`src/rtl/srm_pkg.sv`:
```
package srm_pkg;

    typedef enum logic [1:0] {
        S_IDLE,
        S_SCAN,
        S_FETCH,
        S_DONE
    } srm_state_t;

    typedef enum logic [1:0] {
        OP_NONE,
        OP_ADD,
        OP_SUB
    } srm_op_t;

endpackage

```
`src/rtl/srm_recode.sv`:
```
module srm_recode
    import srm_pkg::*;
(
    input  logic    prev_bit,
    input  logic    cur_bit,
    output srm_op_t op
);

    // A 1->0 transition going upward ends a run of ones (add).
    // A 0->1 transition starts a run of ones (subtract).
    always_comb begin
        unique case ({prev_bit, cur_bit})
            2'b10:   op = OP_ADD;
            2'b01:   op = OP_SUB;
            default: op = OP_NONE;
        endcase
    end

endmodule

```
`src/rtl/srm_step.sv`:
```
module srm_step
    import srm_pkg::*;
#(
    parameter int W = 32
) (
    input  logic [W-1:0] acc,
    input  logic [W-1:0] rq,
    input  logic [W-1:0] mcand,
    input  srm_op_t      op,
    input  logic         shift_en,
    output logic [W-1:0] acc_nx,
    output logic [W-1:0] rq_nx,
    output logic         prev_nx
);

    logic [W-1:0] sum;

    always_comb begin
        unique case (op)
            OP_ADD:  sum = acc + mcand;
            OP_SUB:  sum = acc - mcand;
            default: sum = acc;
        endcase
        if (shift_en) begin
            acc_nx = {sum[W-1], sum[W-1:1]};
            rq_nx  = {sum[0], rq[W-1:1]};
        end else begin
            acc_nx = sum;
            rq_nx  = rq;
        end
        prev_nx = rq[0];
    end

endmodule

```
`src/rtl/srm_mul.sv`:
```
module srm_mul
    import srm_pkg::*;
#(
    parameter int W  = 32,
    parameter int CW = 6
) (
    input  logic          clk,
    input  logic          rst_n,
    input  logic          start,
    input  logic [W-1:0]  mult_in,
    input  logic [CW-1:0] count_in,
    input  logic [W-1:0]  mcand,
    input  logic          mcand_valid,
    output logic          op_req,
    output logic [W-1:0]  acc_out,
    output logic [W-1:0]  rq_out,
    output logic          done
);

    localparam int END_BIT = CW - 1;

    srm_state_t    st, st_nx;
    logic [W-1:0]  acc, rq;
    logic [CW-1:0] cnt;
    logic          prev;

    srm_op_t       op;
    logic [W-1:0]  acc_n, rq_n;
    logic          prev_n;
    logic          last, apply;

    assign last = cnt[END_BIT];

    srm_recode u_rec (
        .prev_bit (prev),
        .cur_bit  (rq[0]),
        .op       (op)
    );

    srm_step #(.W(W)) u_step (
        .acc      (acc),
        .rq       (rq),
        .mcand    (mcand),
        .op       (op),
        .shift_en (!last),
        .acc_nx   (acc_n),
        .rq_nx    (rq_n),
        .prev_nx  (prev_n)
    );

    // Next-state logic
    always_comb begin
        st_nx = st;
        unique case (st)
            S_IDLE:  if (start) st_nx = S_SCAN;                    // T_START
            S_SCAN: begin
                if (op != OP_NONE)  st_nx = S_FETCH;               // T_NEED
                else if (last)      st_nx = S_DONE;                // T_FINISH
                else                st_nx = S_SCAN;                // T_SKIP
            end
            S_FETCH: begin
                if (mcand_valid) st_nx = last ? S_DONE : S_SCAN;   // T_FINISH / T_APPLY
                else             st_nx = S_FETCH;                  // T_STALL
            end
            S_DONE:  st_nx = S_IDLE;                               // T_RETURN
            default: st_nx = S_IDLE;
        endcase
    end

    assign apply = ((st == S_SCAN) && (op == OP_NONE)) ||
                   ((st == S_FETCH) && mcand_valid);

    // State register
    always_ff @(posedge clk or negedge rst_n) begin
        if (!rst_n) st <= S_IDLE;
        else        st <= st_nx;
    end

    // Datapath registers
    always_ff @(posedge clk or negedge rst_n) begin
        if (!rst_n) begin
            acc  <= '0;
            rq   <= '0;
            cnt  <= '0;
            prev <= 1'b0;
        end else if ((st == S_IDLE) && start) begin
            acc  <= '0;
            rq   <= mult_in;
            cnt  <= count_in;
            prev <= 1'b0;
        end else if (apply) begin
            acc <= acc_n;
            rq  <= rq_n;
            if (!last) begin
                prev <= prev_n;
                cnt  <= cnt + CW'(1);
            end
        end
    end

    // Outputs
    always_comb begin
        op_req  = (st == S_FETCH);
        done    = (st == S_DONE);
        acc_out = acc;
        rq_out  = rq;
    end

endmodule

```
`config.mk`:
```
export PLATFORM = sky130hd
export DESIGN_NAME = srm_mul
export DESIGN_NICKNAME = d
export VERILOG_FILES = /design/src/rtl/srm_pkg.sv /design/src/rtl/srm_recode.sv /design/src/rtl/srm_step.sv /design/src/rtl/srm_mul.sv
export SDC_FILE = /design/constraint.sdc
export NUM_CORES = 1
export LEC_CHECK = 0
export BUFFER_PORTS_ARGS = -buffer_cell sky130_fd_sc_hd__buf_2
export CAP_MARGIN = 20
export CORE_UTILIZATION = 40
export CTS_CLUSTER_SIZE = 28
export DETAILED_ROUTE_END_ITERATION = 10
export PLACE_DENSITY = 0.62
export SYNTH_ARGS = -nofsm -noshare
export SYNTH_HDL_FRONTEND = slang
export SYNTH_SLANG_ARGS = --single-unit
```
`constraint.sdc`:
```
create_clock -name clk -period 7.7 [get_ports clk]
set_input_delay 1.54 -clock clk [delete_from_list [all_inputs] [get_ports clk]]
set_output_delay 1.54 -clock clk [all_outputs]
set_load 0.05 [all_outputs]
```
== Yosys cells after proc, flatten, opt, wreduce, memory -nomap -nowiden ==
Index checks and enable logic that the tools add are counted.

* Register bits after elaboration: 73
* Bits in latches: 0
* Bits in read-only memories: 0
* Logic and storage cells: 46
* RAM bits: 0
* Memories: 0

* Shift-type cells: 0
* Bitwise gates (word level): 0
* Divide/modulo/power cells: 0
* Equal/unequal tests: 9
* $lt $le $gt $ge: 0
* Add/subtract/negate cells: 3
* Reduce and logical (&&, ||, !) cells: 9
* $mul: 0
* Muxes and demuxes: 19

{| class="wikitable"
|+ Operator list
! operator !! count
|-
| two-way mux 32 bit || 5
|-
| one-hot mux 32 bit (2 select lines) || 1
|-
| adder 32 bit || 1
|-
| subtractor 32 bit || 1
|-
| two-way mux 31 bit || 1
|-
| two-way mux 6 bit || 3
|-
| equality test 2 bit (second input constant) || 4
|-
| two-way mux 2 bit || 4
|-
| one-hot mux 2 bit (4 select lines) || 1
|-
| adder 6 x 1 -> 6 bit (second input constant) || 1
|-
| equality test 2 x 1 -> 1 bit (second input constant) || 3
|-
| zero test 2 bit || 2
|-
| one-hot mux 2 bit (2 select lines) || 1
|-
| nonzero test 2 bit || 2
|-
| logical AND 1 bit || 3
|-
| two-way mux 1 bit || 3
|-
| inequality test 2 x 1 -> 1 bit (second input constant) || 1
|-
| inequality test 2 bit (second input constant) || 1
|-
| AND reduction 2 bit || 1
|-
| logical OR 1 bit || 1
|}

== Depth between registers and ports, before layout ==
Gate-level depths: netlist of run 1.

* Depth after elaboration: 7
* Depth in mapped cells: 20
* Depth with buffers taken out: 19

== Hierarchy ==
A second synthesis of run 1 with hierarchy kept.

* Cells, all modules: 855
* Area, all modules: 6767.7 um^2

{| class="wikitable"
|+ By module, submodules not included
! module !! sequential area each (um^2) !! cells each !! area an instance (um^2) !! instances
|-
| srm_step || 0.0 || 482 || 3579.7 || 1
|-
| srm_mul || 1826.8 || 371 || 3173.0 || 1
|-
| srm_recode || 0.0 || 2 || 15.0 || 1
|}

== Worst setup path before layout of run 1 ==
OpenSTA, ideal clock, no wires.

* Kind: input-to-reg
* From: input mcand[7]
* To: register acc[30] (netlist: acc_out[30])
* Setup time: 0.122 ns
* Buffers on the path: 1
* Path slack: 2.424 ns
* Required time: 7.578 ns
* Arrival time: 5.154 ns
* Cell stages on the path: 18
* Cells stage by stage: nor4_4 or2b_1 nor3_1 nand2_1 nor4_1 a21oi_1 xnor2_1 ha_1 clkbuf_1 and3_1 a221oi_1 a211oi_1 or4b_1 o21ai_0 o31ai_1 mux2i_1 nand3_1 a32o_1

* Word-level cells in the longest chain between the ends: 5

{| class="wikitable"
|+ Ends and longest elaborated chain
! item !! line !! source
|-
| from (decl) || srm_mul.sv:12 || <nowiki>input logic [W-1:0] mcand,</nowiki>
|-
| subtractor 32 bit or adder 32 bit (tied branches) || srm_step.sv:21, srm_step.sv:20 ||
|-
| one-hot mux 32 bit (2 select lines) * || srm_step.sv:19 || <nowiki>unique case (op)</nowiki>
|-
| two-way mux 31 bit * || srm_step.sv:24 || <nowiki>if (shift_en) begin</nowiki>
|-
| two-way mux 32 bit * || srm_mul.sv:91 || <nowiki>end else if (apply) begin</nowiki>
|-
| two-way mux 32 bit * || srm_mul.sv:86 || <nowiki>end else if ((st == S_IDLE) && start) begin</nowiki>
|-
| to (signal assigned) || srm_mul.sv:92 || <nowiki>acc <= acc_n;</nowiki>
|-
| to (decl) || srm_mul.sv:23 || <nowiki>logic [W-1:0] acc, rq;</nowiki>
|}

Every way passes the cells marked *; elsewhere a longest branch is shown, timed or not. The select of a mux whose other input is x is not followed.
A chain may end at the register's enable or synchronous reset.

== Worst setup path after layout of run 1 ==
Same ends and word-level chain as after synthesis.

==> flow_metrics.py, run 1 <==
metrics = {
    "status": {
        "status": "finished clean",
    },
    "placed_design": {
        "io_buffers": 139,
        "dpl-instance-area_um2": 7090,
        "dp_cells": 1072,
        "pre_cts_ws_ps": 1810,
        "place_congestion": 0.921,
        "dp_hpwl_um": 12600,
    },
    "clocking": {
        "cts_setup_buffers": 0,
        "post_cts_resized": 0,
        "hold_buffers": 0,
        "cts.htree.levels": 3,
        "cts.clk_slew.worst_paths_ps": 60,
        "tritoncts": "built",
        "clock_path_buffers": 2,
        "cts_buffers": 9,
        "cts-root-buf": "clkbuf_16",
        "worstSkewPairLatency_ps": 340,
        "clkSinkCount": 73,
    },
    "global_route": {
        "grt_pass1_wl_um": 28100,
        "grtUsageTotal_pct": 21.9,
        "grt_pass1_vias": 5486,
        "antenna_found_initial": 0,
        "gr-total-overflow": 0,
        "grt_max_degree": 77,
    },
    "timing": {
        "hold_viol": 0,
        "grt_setup_unrepaired": "no",
        "skew_ps": 10.9,
        "finalSetupTns_ps": 0,
        "setup_ws_ps": 2130,
        "setup_viol": 0,
        "slew_violations": 0,
        "post-route-period-util_pct": 72.3,
        "clock.fmax_mhz": 180,
        "worst_pin_slew_ps": 991,
        "slew_headroom_pct": 34.0,
        "period_needed_ps": 5570,
    },
    "floorplan": {
        "start_util_pct": 41.2,
        "die_w_um": 127,
        "dieArea_um2": 16200,
        "core_area_um2": 15300,
        "die_h_um": 127,
        "ios": 140,
        "rows": 45,
    },
    "detailed_routing": {
        "via_per_inst": 5.48,
        "routed-via-count": 5972,
        "drt-initial-drc-count": 511,
        "drt_first_pass_iters": 4,
        "drt-total-wl_um": 17300,
        "drc": 0,
        "wire_per_inst_um": 15.9,
        "ant_nets": 0,
    },
    "layout": {
        "final_nets": 982,
        "drive_gt1_share_pct": 21.3,
        "final_area_um2": 7420,
        "layoutNonFillerInstCount": 1089,
        "diodes": 0,
        "syn_to_final_growth_pct": 18.2,
    },
    "yosys": {
        "yosys-top-cells-count": "86 x nand2_1, 73 x dfrtp_1, 73 x o21ai_0",
        "synth_top_area_share_pct": 29.1,
        "ys_warn_count": 0,
        "syn-cell-area_um2": 6280,
        "ys_seq_area_share_pct": 29.1,
        "avgSynthCellArea_um2": 8.27,
        "synth_ff_type": "dfrtp_1",
        "synthCells": 759,
        "synth_area_leaders": "dfrtp_1 29%, mux2i_1 7.7%, ha_1 6.8%, xnor2_1 6.0%, o21ai_0 5.8%",
        "synth_most_common_cell": "nand2_1",
        "synth_top_area_cell": "dfrtp_1",
        "synth_seq_cells": 73,
        "ys_types": 73,
        "ys_async_sr_fraction_pct": 100,
        "syn_nets": 868,
        "synth-edff-count": 0,
    },
    "worst_setup_path": {
        "path_max_fanout": 8,
        "r2r_cells": 14,
        "start_kind": "input pin",
        "critPathCaptureType": "flip-flop",
        "critPathRequiredTime_ps": 7930,
        "crit_type": "input pin to flip-flop",
        "cp.arrival_ps": 5800,
    },
    "worst_hold_path": {
        "hold_path.class": "flip-flop to flip-flop",
        "hold_depth": 2,
    },
    "flow_run": {
        "maxCapViolations": 0,
    },
}
==> layout by cell type, fill, tap and decap left out, types with 10 or more instances in the layout <==
cell type,count
a211oi_1,10
a21o_1,15
a21oi_1,69
buf_2,138
dfrtp_1,73
ha_1,34
inv_1,19
mux2i_1,48
nand2_1,85
nand3_1,17
nor2_1,58
nor3_1,14
o21ai_0,73
xnor2_1,43
xor2_1,16
==> flip-flops by register name (all words and copies together) (netlist names) <==
| register | cells |
|---|---|
| cnt | 6 |
| st | 2 |
| prev | 1 |
| acc_out | 32 |
| rq_out | 32 |
==> area by class of cell <==
class	count	area [um^2]
Multi-Input combinational cell	621	4170
Clock buffer	14	274
Fill cell	1509	7840
Timing Repair Buffer	147	771
Sequential cell	73	1830
Inverter	21	78.8
Tap cell	211	264
Clock inverter	2	35.0
==> per-stage QoR <==
stage / utilization [%] / hold WS (ps)
after CTS: 48.5 / 547
after floorplan: - / 497
after global placement: 46.5 / 531
after global routing: 48.6 / 563
after detailed placement: 46.5 / 532
final: 48.6 / 543
==> kinds of logic (layout without fill, tap and decap cells) <==
logic type | after synthesis | after routing | synth area share, %
DFF | 73 | 73 | 29.1
buffers and inverters | 65 | 184 | 4.64
adders and majority gates | 35 | 35 | 7.09
and+or+nand+nor | 236 | 236 | 18.5
muxes | 54 | 54 | 8.91
xor gates and xnor gates | 59 | 59 | 8.23
AOI/OAI and AO/OA | 237 | 237 | 23.6
==> worst paths after layout <==
check,start,endpoint,slack [ps]
max,mcand[7],acc_out[30],2130
min,rq_out[0],prev,540
max reg2reg,prev,acc_out[30],3580
min reg2reg,rq_out[0],prev,540
max in group asynchronous,rst_n,rq_out[27],5690
min in group asynchronous,rst_n,rq_out[5],1360
==> per-layer routing <==
layer | global-route usage, % | wire [um]
met5 | 0 | 0
met1 | 31.7 | 8690
met2 | 32.6 | 7200
met3 | 4.40 | 1190
met4 | 6.72 | 221
==> critical path, stage by stage <==
cell,delay (ps)
buf_2,130
nor4_4,350
or2b_1,290
nor3_1,260
nand2_1,90
nor4_1,350
a21oi_1,150
xnor2_1,150
ha_1,410
and3_1,190
a221oi_1,90
a211oi_1,500
or4b_1,180
o21ai_0,110
o31ai_1,340
mux2i_1,290
nand3_1,110
a32o_1,280
Power of run 1 is left out: the tool's default activity adds up to more than one toggle a clock period on the data nets, which glitch-free logic cannot reach.
==> inputs of run 2 (changes only) <==
--- a/config.mk
+++ b/config.mk
@@ -10,7 +10,7 @@
 export CORE_UTILIZATION = 40
 export CTS_CLUSTER_SIZE = 28
 export DETAILED_ROUTE_END_ITERATION = 10
-export PLACE_DENSITY = 0.62
+export PLACE_DENSITY = 0.64
 export SYNTH_ARGS = -nofsm -noshare
 export SYNTH_HDL_FRONTEND = slang
 export SYNTH_SLANG_ARGS = --single-unit
==> constraint.sdc (replaced) <==
create_clock -name clk -period 5.1 [get_ports clk]
set_input_delay 1.02 -clock clk [delete_from_list [all_inputs] [get_ports clk]]
set_output_delay 1.02 -clock clk [all_outputs]
set_load 0.05 [all_outputs]
==> run 2 against run 1 <==
Effect of this change: sequential share of layout area fell by 0.24 points; core utilization rose by 0.48 points; global-route usage fell by 0.17 points; count of clock-buffer cells in the layout fell by 3; register-to-register slack got worse by 2600 ps; die area did not move; critical path depth rose by 1; wire length fell by 1.3%; worst setup slack got worse by 1800 ps; via count fell by 0.15%; design area rose by 0.99%; worst hold slack got worse by 2.2 ps.
==> flow_metrics.py, run 2 (synthesis results as in run 1) <==
metrics = {
    "worst_setup_path": {
        "cp.arrival_ps": 4970,
        "critPathRequiredTime_ps": 5320,
        "critPathCaptureType": "flip-flop",
        "crit_type": "input pin to flip-flop",
        "start_kind": "input pin",
        "path_max_fanout": 6,
    },
    "timing": {
        "slew_headroom_pct": 28.6,
        "worst_pin_slew_ps": 1070,
        "grt_setup_unrepaired": "no",
        "clock.fmax_mhz": 211,
        "post-route-period-util_pct": 93.1,
        "setup_viol": 0,
        "skew_ps": 9.88,
        "slew_violations": 0,
        "hold_viol": 0,
        "hold_slack_ps": 541,
        "period_needed_ps": 4750,
    },
    "global_route": {
        "grt_pass1_vias": 5475,
        "grt_max_degree": 77,
        "grt_pass1_wl_um": 27800,
        "grtUsageTotal_pct": 21.7,
        "antenna_found_initial": 2,
        "gr-total-overflow": 0,
    },
    "layout": {
        "layout_commonest_cell": "buf_2",
        "drive_gt1_share_pct": 22.3,
        "final_area_um2": 7490,
        "final_nets": 990,
        "layout_common_cells": "138 x buf_2, 85 x nand2_1, 73 x o21ai_0, 73 x dfrtp_1, 69 x a21oi_1",
        "syn_to_final_growth_pct": 19.3,
        "diodes": 0,
    },
    "detailed_routing": {
        "wire_per_inst_um": 15.6,
        "wl_met2_um": 7050,
        "wl_met3_um": 1160,
        "routed-via-count": 5963,
        "drc": 0,
        "drt-total-wl_um": 17100,
        "ant_nets": 0,
        "top_layer_used": "met5",
        "drt-initial-drc-count": 461,
        "wirelength_met1_um": 8550,
        "drt_first_pass_iters": 5,
        "via_per_inst": 5.44,
    },
    "floorplan": {
        "ios": 140,
        "core_area_um2": 15300,
        "die_h_um": 127,
        "start_util_pct": 41.2,
        "dieArea_um2": 16200,
        "rows": 45,
        "die_w_um": 127,
    },
    "clocking": {
        "clkSinkCount": 73,
        "cts.htree.levels": 3,
        "cts_setup_buffers": 0,
        "cts.clk_slew.worst_paths_ps": 60,
        "worstSkewPairLatency_ps": 340,
        "clock_path_buffers": 2,
        "cts_buffers": 9,
        "tritoncts": "built",
        "cts-root-buf": "clkbuf_16",
    },
    "placed_design": {
        "dpl-instance-area_um2": 7160,
        "dp_hpwl_um": 12500,
        "place_congestion": 0.958,
        "io_buffers": 139,
    },
    "worst_hold_path": {
        "hold_path.class": "flip-flop to flip-flop",
    },
    "status": {
        "status": "finished clean",
    },
    "flow_run": {
        "maxCapViolations": 0,
    },
}
## run 2: stage by stage
step	setup WS [ps]	utilization (%)	cells	setup TNS (ps)
after floorplan	344	-	759	0
after global placement	10.4	46.9	1081	0
after detailed placement	-24.8	46.9	1081	-24.8
after CTS	323	49.1	1097	0
after global routing	37.1	49.1	1097	0
final	350	49.1	1097	0
## run 2: critical path, stage by stage
cell      delay, ps
buf_2           130
nor4_4          280
or2b_1          280
nor3_1          280
nand2_1         100
nor4_1          170
buf_4           160
a21oi_1          70
xnor2_1         140
ha_1            330
and3_1          170
a221oi_1        340
a211oi_2        170
or4b_1          480
o21ai_0         120
o31ai_1         130
mux2i_1         220
nand3_1         100
a32o_1          280
## run 2: layout make-up
type,count,area (um^2)
multi-input cells,621,4180
flip-flops and latches,73,1830
well taps,211,264
repair buffers,155,818
fillers,1508,7760
clock buffers,11,253
clock inverters,5,77.6
inverters,21,78.8
## run 2: path summary, 6_finish.rpt
kind	startpoint	end	slack, ps	cells past startpoint
setup / recovery	mcand[7]	acc_out[30]	350	19
hold / removal	rq_out[0]	prev	540	2
setup reg to reg	prev	acc_out[29]	1000	16
hold reg to reg	rq_out[0]	prev	540	2
max in group asynchronous	rst_n	acc_out[7]	3660	1
min in group asynchronous	rst_n	rq_out[5]	830	1
## run 2: repair_timing
item,in CTS,in global routing
gates resized for setup,0,1
hold buffers,0,0
endpoints found under the setup margin,0,1
## run 2: per-layer routing
layer	vias to the layer above	track usage, %
li1	2990	-
met1	2739	31.2
met3	27	5.11
met2	203	32.0
met5	-	0
met4	4	6.93
Power of run 2 is left out for the same reason.
==> inputs of run 3 (changes only) <==
--- a/config.mk
+++ b/config.mk
@@ -10,7 +10,7 @@
 export CORE_UTILIZATION = 40
 export CTS_CLUSTER_SIZE = 28
 export DETAILED_ROUTE_END_ITERATION = 10
-export PLACE_DENSITY = 0.64
+export PLACE_DENSITY = 0.63
 export SYNTH_ARGS = -nofsm -noshare
 export SYNTH_HDL_FRONTEND = slang
 export SYNTH_SLANG_ARGS = --single-unit
==> run 3 against run 2 <==
Effect of this change: wire length up 1.0%; register-to-register slack better by 30 ps; die area unchanged; worst hold slack better by 8.3 ps; worst setup slack better by 76 ps; first-iteration DRC count down 23%; count of clock-buffer cells in the layout down 1; maximum frequency up 1.6%; core utilization down 0.63 points; design area down 1.3%; sequential share of layout area up 0.32 points; largest cell class unchanged.
==> flow_metrics.py, run 3 (synthesis results as in run 1) <==
metrics = {
    "status": {
        "status": "finished clean",
    },
    "timing": {
        "worst_pin_slew_ps": 1100,
        "slew_violations": 0,
        "clock.fmax_mhz": 214,
        "grt_setup_unrepaired": "no",
        "setup_viol": 0,
        "post-route-period-util_pct": 91.6,
        "period_needed_ps": 4670,
        "hold_viol": 0,
        "skew_ps": 13.0,
        "slew_headroom_pct": 26.4,
        "finalSetupTns_ps": 0,
        "hold_slack_ps": 549,
    },
    "worst_setup_path": {
        "crit-reg2reg-launch": "prev",
        "critPathCaptureType": "flip-flop",
        "crit_type": "input pin to flip-flop",
        "cp.arrival_ps": 4900,
        "startpoint": "mcand[7]",
        "start_kind": "input pin",
        "path_max_fanout": 6,
        "critPathRequiredTime_ps": 5320,
    },
    "floorplan": {
        "core_area_um2": 15300,
        "die_w_um": 127,
        "rows": 45,
        "ios": 140,
        "die_h_um": 127,
        "start_util_pct": 41.2,
        "dieArea_um2": 16200,
    },
    "detailed_routing": {
        "drt-total-wl_um": 17200,
        "drt_first_pass_iters": 5,
        "drc": 0,
        "drt-initial-drc-count": 355,
        "routed-via-count": 5976,
        "wire_per_inst_um": 15.8,
        "via_per_inst": 5.47,
        "ant_nets": 0,
    },
    "clocking": {
        "post_cts_resized": 0,
        "clkSinkCount": 73,
        "cts.htree.levels": 3,
        "clock_path_buffers": 2,
        "cts_setup_buffers": 0,
        "cts_buffers": 9,
        "tritoncts": "built",
        "cts-root-buf": "clkbuf_16",
        "worstSkewPairLatency_ps": 340,
        "hold_buffers": 0,
        "cts.clk_slew.worst_paths_ps": 60,
    },
    "global_route": {
        "grtUsageTotal_pct": 22.0,
        "grt_max_degree": 77,
        "gr-total-overflow": 0,
        "grt_pass1_vias": 5711,
        "antenna_found_initial": 0,
        "grt_pass1_wl_um": 28400,
    },
    "layout": {
        "layout_commonest_cell": "buf_2",
        "layout_common_cells": "138 x buf_2, 85 x nand2_1, 73 x o21ai_0, 73 x dfrtp_1, 69 x a21oi_1",
        "syn_to_final_growth_pct": 17.8,
        "nFillCells": 1533,
        "drive_gt1_share_pct": 21.8,
        "diodes": 0,
        "final_nets": 990,
    },
    "placed_design": {
        "io_buffers": 139,
        "place_congestion": 0.917,
        "dp_hpwl_um": 12600,
    },
    "worst_hold_path": {
        "hp-start": "prev",
        "hold_path.class": "flip-flop to flip-flop",
    },
    "flow_run": {
        "maxCapViolations": 0,
    },
}
run 3: cell types whose count changed in the layout (fill, tap and decap cells not counted), sizes merged:
cell | before | now
clkbuf | 11 | 10
bufinv | 2 | 0
clkinvlp | 1 | 0
run 3: stage by stage:
stage / utilization, % / cells / setup WS, ps / area, um^2
2_1_floorplan: - / 759 / 344 / 6280
6_report: 48.5 / 1093 / 426 / 7400
3_3_place_gp: 46.9 / 1081 / 145 / 7160
5_1_grt: 48.5 / 1093 / 102 / 7400
3_5_place_dp: 46.9 / 1081 / 135 / 7160
4_1_cts: 48.5 / 1093 / 453 / 7400
run 3: critical path: stages:
cell and delay (ps):
buf_2 130, nor4_4 280, or2b_1 280, nor3_1 200
nand2_1 80, nor4_1 190, buf_4 170, a21oi_1 70
xnor2_1 140, ha_1 340, and3_1 170, a221oi_1 300
a211oi_1 160, or4b_1 480, o21ai_0 130, o31ai_1 140
mux2i_1 230, nand3_1 110, a32o_1 280
run 3: area by class of cell:
class | instances | area, um^2 | area share, %
inverter | 21 | 78.8 | 1.07
multi-input combinational | 621 | 4170 | 56.4
clock buffer | 10 | 229 | 3.10
timing repair buffer | 155 | 818 | 11.1
clock inverter | 2 | 10.0 | 0.135
sequential | 73 | 1830 | 24.7
tap | 211 | 264 | 3.57
run 3: layer usage:
layer	wire (um)	vias up	track usage [%]
li1	-	2983	-
met1	8660	2778	31.1
met2	7210	197	34.1
met3	1140	18	4.19
met4	230	0	6.37
met5	0	-	0
run 3: final timing paths:
| path | end | slack (ps) | depth (start not counted) |
|---|---|---|---|
| min | prev | 550 | 2 |
| max in group asynchronous | rq_out[27] | 3630 | 1 |
| max reg2reg | acc_out[24] | 1030 | 15 |
| min reg2reg | prev | 550 | 2 |
| min in group asynchronous | rq_out[5] | 840 | 1 |
| max | acc_out[30] | 430 | 19 |
Power of run 3 is left out for the same reason.
